--- config.mk ---
export PLATFORM = sky130hd
export DESIGN_NAME = acc18_core
export DESIGN_NICKNAME = d
export VERILOG_FILES = /design/src/rtl/acc_pkg.sv /design/src/rtl/acc_uop_chain.sv /design/src/rtl/acc_ctrl.sv /design/src/rtl/acc_datapath.sv /design/src/rtl/acc18_core.sv
export SDC_FILE = /design/constraint.sdc
export NUM_CORES = 1
export LEC_CHECK = 0
export BUFFER_PORTS_ARGS = -buffer_cell sky130_fd_sc_hd__buf_4
export CORE_AREA = 2 2 125 91
export DETAILED_ROUTE_END_ITERATION = 6
export DIE_AREA = 0 0 127 93
export PLACE_DENSITY = 0.93
export SLEW_MARGIN = 25
export SYNTH_ARGS = -nofsm -noshare
export SYNTH_HDL_FRONTEND = slang
export SYNTH_SLANG_ARGS = --single-unit
--- constraint.sdc ---
create_clock -name clk -period 13.15 [get_ports clk]
set_input_delay 2.63 -clock clk [delete_from_list [all_inputs] [get_ports clk]]
set_output_delay 2.63 -clock clk [all_outputs]
set_load 0.1 [all_outputs]
--- src/rtl/acc_pkg.sv ---
package acc_pkg;

    localparam int WORD_W   = 18;
    localparam int OP_W     = 2;
    localparam int ADDR_W   = WORD_W - OP_W;
    localparam int NUM_UOPS = 6;

    // micro-operation bit positions inside the operate word
    localparam int UOP_CLR  = 0;
    localparam int UOP_A2L  = 1;
    localparam int UOP_L2A  = 2;
    localparam int UOP_CMA  = 3;
    localparam int UOP_ORM  = 4;
    localparam int UOP_HALT = 5;

    typedef enum logic [OP_W-1:0] {
        OP_STO = 2'b00,
        OP_ADD = 2'b01,
        OP_TRN = 2'b10,
        OP_OPR = 2'b11
    } opcode_e;

    typedef enum logic [2:0] {
        S_HALT = 3'd0,
        S_FADR = 3'd1,
        S_FDAT = 3'd2,
        S_XADR = 3'd3,
        S_XDAT = 3'd4
    } mstate_e;

    // one's complement sum with end-around carry; the second add cannot overflow
    function automatic logic [WORD_W-1:0] oc_add(input logic [WORD_W-1:0] a,
                                                 input logic [WORD_W-1:0] b);
        logic [WORD_W:0] raw;
        raw = {1'b0, a} + {1'b0, b};
        return raw[WORD_W-1:0] + {{(WORD_W-1){1'b0}}, raw[WORD_W]};
    endfunction

endpackage

--- src/rtl/acc_uop_chain.sv ---
module acc_uop_chain
    import acc_pkg::*;
#(
    parameter int W = WORD_W,
    parameter int N = NUM_UOPS
) (
    input  logic [W-1:0] ac_in,
    input  logic [W-1:0] lr_in,
    input  logic [W-1:0] mbr_in,
    input  logic [N-1:0] en,
    output logic [W-1:0] ac_out,
    output logic [W-1:0] lr_out
);

    logic [W-1:0] ac_s [N+1];
    logic [W-1:0] lr_s [N+1];

    assign ac_s[0] = ac_in;
    assign lr_s[0] = lr_in;

    // one stage per time step, applied in ascending bit order
    for (genvar g = 0; g < N; g++) begin : g_step
        if (g == UOP_CLR) begin : g_clr
            assign ac_s[g+1] = en[g] ? '0 : ac_s[g];
            assign lr_s[g+1] = lr_s[g];
        end else if (g == UOP_A2L) begin : g_a2l
            assign ac_s[g+1] = ac_s[g];
            assign lr_s[g+1] = en[g] ? ac_s[g] : lr_s[g];
        end else if (g == UOP_L2A) begin : g_l2a
            assign ac_s[g+1] = en[g] ? lr_s[g] : ac_s[g];
            assign lr_s[g+1] = lr_s[g];
        end else if (g == UOP_CMA) begin : g_cma
            assign ac_s[g+1] = en[g] ? ~ac_s[g] : ac_s[g];
            assign lr_s[g+1] = lr_s[g];
        end else if (g == UOP_ORM) begin : g_orm
            assign ac_s[g+1] = en[g] ? (ac_s[g] | mbr_in) : ac_s[g];
            assign lr_s[g+1] = lr_s[g];
        end else begin : g_pass
            assign ac_s[g+1] = ac_s[g];
            assign lr_s[g+1] = lr_s[g];
        end
    end

    assign ac_out = ac_s[N];
    assign lr_out = lr_s[N];

endmodule

--- src/rtl/acc_ctrl.sv ---
module acc_ctrl
    import acc_pkg::*;
(
    input  logic    clk,
    input  logic    rst,
    input  logic    run,
    input  opcode_e ir,
    input  logic    halt_bit,
    output mstate_e state,
    output logic    running
);

    mstate_e state_d;
    logic    halt_pend;
    logic    halt_now;

    assign halt_now = (state == S_XDAT) && (ir == OP_OPR) && halt_bit;

    // state register
    always_ff @(posedge clk) begin
        if (rst) begin
            state     <= S_HALT;
            halt_pend <= 1'b0;
        end else begin
            state <= state_d;
            if (halt_now)
                halt_pend <= 1'b1;
            else if (!run)
                halt_pend <= 1'b0;
        end
    end

    // next state
    always_comb begin
        state_d = state;
        unique case (state)
            S_HALT:  if (run && !halt_pend) state_d = S_FADR;
            S_FADR:  state_d = S_FDAT;
            S_FDAT:  state_d = S_XADR;
            S_XADR:  state_d = S_XDAT;
            S_XDAT:  state_d = (halt_now || !run) ? S_HALT : S_FADR;
            default: state_d = S_HALT;
        endcase
    end

    // outputs
    always_comb begin
        running = (state != S_HALT);
    end


    fetch_order_chk: assert property (@(posedge clk) disable iff (rst)
        (state == S_FADR) |=> (state == S_FDAT));


    stop_at_boundary_chk: assert property (@(posedge clk) disable iff (rst)
        $fell(running) |-> ($past(state) == S_XDAT));


    halt_hold_chk: assert property (@(posedge clk) disable iff (rst)
        (halt_now && run) |=> (state == S_HALT));

endmodule

--- src/rtl/acc_datapath.sv ---
module acc_datapath
    import acc_pkg::*;
#(
    parameter int W  = WORD_W,
    parameter int AW = ADDR_W,
    parameter int N  = NUM_UOPS
) (
    input  logic          clk,
    input  logic          rst,
    input  mstate_e       state,
    input  logic [W-1:0]  mem_rdata,
    output logic [AW-1:0] mem_addr,
    output logic [W-1:0]  mem_wdata,
    output logic          mem_we,
    output logic [W-1:0]  ac,
    output logic [W-1:0]  mbr,
    output logic [AW-1:0] mar,
    output logic [AW-1:0] pc,
    output opcode_e       ir,
    output logic [W-1:0]  lr
);

    logic [W-1:0] chain_ac;
    logic [W-1:0] chain_lr;

    acc_uop_chain #(.W(W), .N(N)) u_chain (
        .ac_in  (ac),
        .lr_in  (lr),
        .mbr_in (mbr),
        .en     (mbr[N-1:0]),
        .ac_out (chain_ac),
        .lr_out (chain_lr)
    );

    always_comb begin
        mem_addr  = (state == S_FADR) ? pc : mar;
        mem_we    = (state == S_XADR) && (ir == OP_STO);
        mem_wdata = ac;
    end

    always_ff @(posedge clk) begin
        if (rst) begin
            ac  <= '0;
            mbr <= '0;
            mar <= '0;
            pc  <= '0;
            ir  <= OP_STO;
            lr  <= '0;
        end else begin
            unique case (state)
                S_FDAT: begin
                    mbr <= mem_rdata;
                    ir  <= opcode_e'(mem_rdata[W-1:AW]);
                    mar <= mem_rdata[AW-1:0];
                    pc  <= pc + 1'b1;
                end
                S_XDAT: begin
                    unique case (ir)
                        OP_ADD: begin
                            mbr <= mem_rdata;
                            ac  <= oc_add(ac, mem_rdata);
                        end
                        OP_TRN: if (ac[W-1]) pc <= mar;
                        OP_OPR: begin
                            ac <= chain_ac;
                            lr <= chain_lr;
                        end
                        default: ;
                    endcase
                end
                default: ;
            endcase
        end
    end


    sto_keep_ac_chk: assert property (@(posedge clk) disable iff (rst)
        mem_we |=> $stable(ac));


    fetch_keep_ac_chk: assert property (@(posedge clk) disable iff (rst)
        (state == S_FDAT) |=> $stable(ac));


    trn_fall_chk: assert property (@(posedge clk) disable iff (rst)
        (state == S_XDAT && ir == OP_TRN && !ac[W-1]) |=> $stable(pc));


    pc_step_chk: assert property (@(posedge clk) disable iff (rst)
        (state == S_FDAT) |=> (pc == AW'($past(pc) + 1'b1)));

endmodule

--- src/rtl/acc18_core.sv ---
module acc18_core
    import acc_pkg::*;
(
    input  logic              clk,
    input  logic              rst,
    input  logic              run,
    input  logic [WORD_W-1:0] mem_rdata,
    output logic [ADDR_W-1:0] mem_addr,
    output logic [WORD_W-1:0] mem_wdata,
    output logic              mem_we,
    output logic              running,
    output logic [WORD_W-1:0] ac,
    output logic [WORD_W-1:0] mbr,
    output logic [ADDR_W-1:0] mar,
    output logic [ADDR_W-1:0] pc,
    output logic [OP_W-1:0]   ir,
    output logic [WORD_W-1:0] lr
);

    mstate_e state;
    opcode_e ir_e;

    acc_ctrl u_ctrl (
        .clk      (clk),
        .rst      (rst),
        .run      (run),
        .ir       (ir_e),
        .halt_bit (mbr[UOP_HALT]),
        .state    (state),
        .running  (running)
    );

    acc_datapath #(.W(WORD_W), .AW(ADDR_W), .N(NUM_UOPS)) u_dp (
        .clk       (clk),
        .rst       (rst),
        .state     (state),
        .mem_rdata (mem_rdata),
        .mem_addr  (mem_addr),
        .mem_wdata (mem_wdata),
        .mem_we    (mem_we),
        .ac        (ac),
        .mbr       (mbr),
        .mar       (mar),
        .pc        (pc),
        .ir        (ir_e),
        .lr        (lr)
    );

    assign ir = ir_e;

endmodule

== Word level (Yosys, flattened, before mapping) ==
Index checks and enable logic that the tools add are counted.

* Add/subtract/negate cells: 3
* Equality and inequality tests: 12
* Bitwise gates (word level): 2
* Muxes and demuxes: 17
* Reductions and logical operators: 16

{| class="wikitable"
|+ Operator list
! kind !! number
|-
| two-way mux 18 bit || 6
|-
| case mux 18 bit (2 select lines) || 2
|-
| two-way mux 16 bit || 3
|-
| case mux 16 bit (2 select lines) || 1
|-
| adder 18 x 18 -> 19 bit || 1
|-
| adder 18 x 1 -> 18 bit || 1
|-
| inverter 18 bit || 1
|-
| OR 18 bit || 1
|-
| adder 16 x 1 -> 16 bit, second input constant || 1
|-
| case mux 3 bit (5 select lines) || 1
|-
| != test 2 x 1 -> 1 bit, second input constant || 5
|-
| equality test 3 x 2 -> 1 bit, second input constant || 2
|-
| AND reduction 2 bit || 3
|-
| equality test 2 bit, second input constant || 2
|-
| logical AND 1 bit || 4
|-
| nonzero test 2 bit || 2
|-
| equality test 3 x 1 -> 1 bit, second input constant || 1
|-
| equality test 3 bit, second input constant || 1
|-
| logical NOT 3 bit || 1
|-
| two-way mux 1 bit || 3
|-
| two-way mux 3 bit || 1
|-
| AND reduction 3 bit || 1
|-
| nonzero test 3 bit || 1
|-
| equality test 2 x 1 -> 1 bit, second input constant || 1
|-
| 3 further kinds || 4
|}

* Register bits after elaboration: 92
* Input bits: 21

== Depth between registers and ports, before layout ==
* Depth after elaboration: 8
* Mapped depth: 20
* Mapped depth without buffers: 20

== Cells and area by module ==
From an unflattened synthesis, not the netlist that was laid out.

* Cells, all modules: 843
* Area, all modules: 6,608.8 um^2

{| class="wikitable"
|+ By module, submodules not included
! module !! cells an instance !! times used !! area an instance (um^2) !! seq. area each (um^2)
|-
| acc_datapath || 703 || 1 || 5,434.0 || 1,761.7
|-
| acc_uop_chain || 122 || 1 || 997.2 || 0.0
|-
| acc_ctrl || 18 || 1 || 177.7 || 80.1
|}

== Least setup slack after synthesis ==
Ideal clock, no wire load.

* Kind: input-to-reg
* Start: input mem_rdata[0]
* End: register u_dp.ac[14]
* Required time: 13.025 ns
* Path slack: 7.063 ns
* Data arrival time: 5.962 ns
* Buffers on the path: 0
* Stages on the path: 20
* Path through: ha_1 > inv_1 > fa_1 > nand2b_1 > a21oi_1 > o31a_1 > a21oi_1 > nor2b_1 > o21ai_0 > a21oi_1 > o21ai_0 > nand2b_1 > ha_1 > and2b_2 > nand4_1 > or4_4 > or2_4 > o31a_1 > o31ai_1 > o31ai_1

* Word-level cells in the longest chain between the ends: 3

{| class="wikitable"
|+ RTL lines
! what !! RTL line !! text
|-
| from (decl) || acc18_core.sv:7 || <nowiki>input logic [WORD_W-1:0] mem_rdata,</nowiki>
|-
| adder 18 x 18 -> 19 bit || acc_pkg.sv:35 || <nowiki>raw = {1'b0, a} + {1'b0, b};</nowiki>
|-
| adder 18 x 1 -> 18 bit || acc_pkg.sv:36 || <nowiki>return raw[WORD_W-1:0] + {{(WORD_W-1){1'b0}}, raw[WORD_W]};</nowiki>
|-
| case mux 18 bit (2 select lines) || acc_datapath.sv:58 || <nowiki>unique case (ir)</nowiki>
|-
| to (signal assigned) || acc_datapath.sv:61 || <nowiki>ac <= oc_add(ac, mem_rdata);</nowiki>
|-
| to (signal assigned) || acc_datapath.sv:65 || <nowiki>ac <= chain_ac;</nowiki>
|-
| to (decl) || acc_datapath.sv:15 || <nowiki>output logic [W-1:0] ac,</nowiki>
|}

Every way passes these cells.
A chain may end at the register's enable or synchronous reset.

== Worst setup path after layout ==
Same ends and word-level chain as after synthesis.

==> summary.txt <==
Synthesis
  • Mux contribution to synthesized area: 0.0377
  • Cells after Synth: 814
  • Flops & latches, synth: 92
  • Share of async-settable or async-resettable flops after synthesis: 0
  • Sequential area share after synthesis: 0.302
  • Yosys synthesis warning count: 0
  • Post-Syn Nets: 858
  • Ys flop type: dfxtp_1
  • Compound-Gate Fraction of Synth Area: 0.222
  • Count leader, synth: nand2_1
  • Syn Area/Cell: 7.49 µm²
  • Synth top cells by count: 129 x nand2_1, 125 x a21oi_1, 92 x dfxtp_1
  • Largest family of logic cells by synthesized area: simple AND/OR/NAND/NOR gates
  • Adder-cell share of the synthesized area: 0.0484
  • Post-synth EDFFs: 0
  • Count of different cell masters after synthesis: 65
  • Synth Area in Simple Gates: 0.253
  • Cell Area, Synth: 6100 µm²
  • Xor/xnor share of the synthesized area: 0.0644
  • Post-synth top area cell: dfxtp_1
  • Synth top area cells: dfxtp_1 30%, a21oi_1 10%, nand2_1 7.9%
  • Yosys top cell area share: 0.302

Setup path
  • Worst-path cell chain: buf_4 -> ha_1 -> inv_1 -> fa_1 -> nand2b_1 -> a21oi_1 -> o31a_1 -> a21oi_1 -> nor2b_1 -> o21ai_0 -> a21oi_1 -> o21ai_0 -> nand2b_1 -> ha_1 -> and2b_2 -> nand4_1 -> or4_4 -> or2_4 -> o31a_1 -> o31ai_1 -> o31ai_1
  • CP max FO: 4
  • Startpoint Class: input port
  • CP max stage cell: or4_4
  • Slowest stage delay, CP: 0.47 ns
  • Critical path arrival: 6.58 ns
  • Worst EP required: 13.35 ns
  • CP dominant cell by count: a21oi_1
  • Crit. End Element: flip-flop
  • Crit path kind: in -> reg

STA
  • RSZ-0062 raised after global routing: no
  • # setup viols final: 0
  • Final setup TNS: 0 ns
  • Worst-Margin Slew: 1.05 ns
  • Final Hold Fails: 0
  • Fin crit share: 0.485
  • Period minus WS final: 6.38 ns
  • Worst Skew: 0.00834 ns
  • Max_slew headroom: 0.297
  • Max-slew violations: 0
  • Fmax: 0.157 GHz

Power and ir drop
  • Flop pwr share: 0.378
  • Switching part of the total: 0.401
  • Leakage: 3.04 nW
  • Switching pwr: 326 µW
  • Maximum VDD drop: 0.0689 mV
  • P_int: 486 µW
  • Comb power frac: 0.308
  • Clock share of power: 0.313
  • Pwr Total: 812 µW
  • Pwr per Cell Area: 111 nW/µm²

Place
  • Port Buffers: 144
  • GP Congestion: 0.974
  • HPWL after DPL: 13700 µm

Detailed routing
  • Drt wl/cell: 18.7 µm
  • Initial DRC count: 891
  • Pre-antenna DRT Iters: 5
  • Via count: 6503
  • Vias/cell: 6.25
  • Drt total wl: 19500 µm
  • DR DRC count: 0
  • Routed Antenna Nets: 0

Final layout
  • P&R area growth vs syn: 19.6%
  • Fraction of final layout cells sized beyond drive strength 1: 0.222
  • Final #Nets: 944
  • Ant diodes: 0

Clock tree
  • Reg clk slew, reported paths: 0.07 ns
  • Clock sinks: 92
  • Clk root buf: clkbuf_16
  • Hold-fix buffers, CTS: 0
  • H-tree Lvls: 3
  • Worst skew pair latency: 0.35 ns
  • Post-CTS Setup Bufs: 0
  • CTS resizes: 0
  • Worst-case clock buffer depth: 2
  • CTS tree: yes
  • CTS Buf Count: 9

Die
  • Core area: 10700 µm²
  • Num rows: 32
  • Die Span X: 127 µm
  • Initial Util: 0.573
  • Die Y: 93 µm
  • Top Ports: 145
  • Die area: 11800 µm²

GRT
  • Initial antenna violation count: 0
  • Largest net degree at the start of global routing: 94
  • Total GRT Usage: 0.321
  • Gr ovfl total: 0
  • First-pass GRT wire length: 30000 µm
  • Vias in the first global route: 5568

Worst hold path
  • Min-delay worst type: reg -> reg

Job
  • Max-capacitance violation count: 0

Status
  • Status: complete, no violations
==> per-stage QoR <==
stage / instance area, µm² / setup WS, ns / util / hold slack, ns / instances
2_1_floorplan: 6100 / 7.06 / - / 0.436 / 814
3_3_place_gp: 7010 / 6.64 / 0.658 / 0.445 / 1025
3_5_place_dp: 7010 / 6.52 / 0.658 / 0.455 / 1025
4_1_cts: 7300 / 6.84 / 0.685 / 0.467 / 1041
5_1_grt: 7300 / 6.51 / 0.685 / 0.487 / 1041
6_report: 7300 / 6.77 / 0.685 / 0.464 / 1041
==> power groups by stage <==
| stage | clock network (mW) | registers (mW) | logic [mW] |
|---|---|---|---|
| global route | 0.267 | 0.308 | 0.261 |
| CTS | 0.255 | 0.306 | 0.247 |
| global placement | 0 | 0.312 | 0.244 |
| detailed placement | 0 | 0.313 | 0.246 |
| floorplan | 0 | 0.380 | 0.123 |
| finish | 0.254 | 0.307 | 0.250 |
==> path summary, 6_finish.rpt <==
path                    start               end  slack (ns)  depth (start not counted)
max reg2reg        u_dp.ac[0]       u_dp.ac[14]        8.68                         20
min          u_ctrl.halt_pend  u_ctrl.halt_pend        0.46                          2
min reg2reg  u_ctrl.halt_pend  u_ctrl.halt_pend        0.46                          2
max              mem_rdata[0]       u_dp.ac[14]        6.77                         21
==> registers in the layout, summed over array words and instances, names as in the netlist <==
signal	cells
u_dp.ac	18
u_dp.lr	18
u_dp.mbr	18
u_dp.mar	16
u_dp.pc	16
u_ctrl.state	3
u_dp.ir	2
u_ctrl.halt_pend	1
==> final cells by class <==
class                           count  area [µm²]
Multi-Input combinational cell    637        3840
Clock buffer                       11         253
Inverter                           10        37.5
Tap cell                          136         170
Fill cell                         901        3350
Sequential cell                    92        1840
Timing Repair Buffer              150        1130
Clock inverter                      5        35.0
==> cells by family (layout without fill, tap and decap cells) <==
logic type,count (synthesis),count (layout)
AO/OA/AOI/OAI,224,224
XOR/XNOR,44,44
adder cells (fa/ha/maj),23,23
buffers and inverters,85,176
flip-flops,92,92
multiplexers,21,21
AND/OR/NAND/NOR,325,325
==> critical path, delay by kind of cell <==
family	cells	cell delay, ns
AO/OA/AOI/OAI	9	1.59
adder cells (fa/ha/maj)	3	0.74
buffers and inverters	2	0.15
AND/OR/NAND/NOR	7	1.47
==> routing by layer <==
| metal | routed length [µm] | share of wire | global-route usage | up-vias |
|---|---|---|---|---|
| met3 | 2270 | 0.12 | 0.0767 | 44 |
| met1 | 8500 | 0.44 | 0.466 | 3035 |
| met4 | 432 | 0.022 | 0.0952 | 0 |
| li1 | - | - | - | 3035 |
| met5 | 0 | 0 | 0 | - |
| met2 | 8260 | 0.42 | 0.471 | 389 |
==> cell usage in the layout, fill, tap and decap left out, types with 4 or more instances in the layout <==
cell type  instances
nand2b_1           5
nor2_1            79
mux2i_1            5
a31oi_1            6
nand4_1           13
and3_1            13
nand2_1          129
xor2_1             6
clkbuf_16          9
nor3_1            15
nand3b_1           4
a221oi_1           6
nor4_1             4
nand3_1           12
nor3b_1           28
buf_4            150
o21ai_0           30
inv_1              9
o31ai_1            4
ha_1              22
and2_1             6
dfxtp_1           92
a211oi_1           9
mux2_2            16
o211ai_1           4
a21oi_1          123
xnor2_1           37
a21o_1             5
Power figures use the tool's default switching activity.
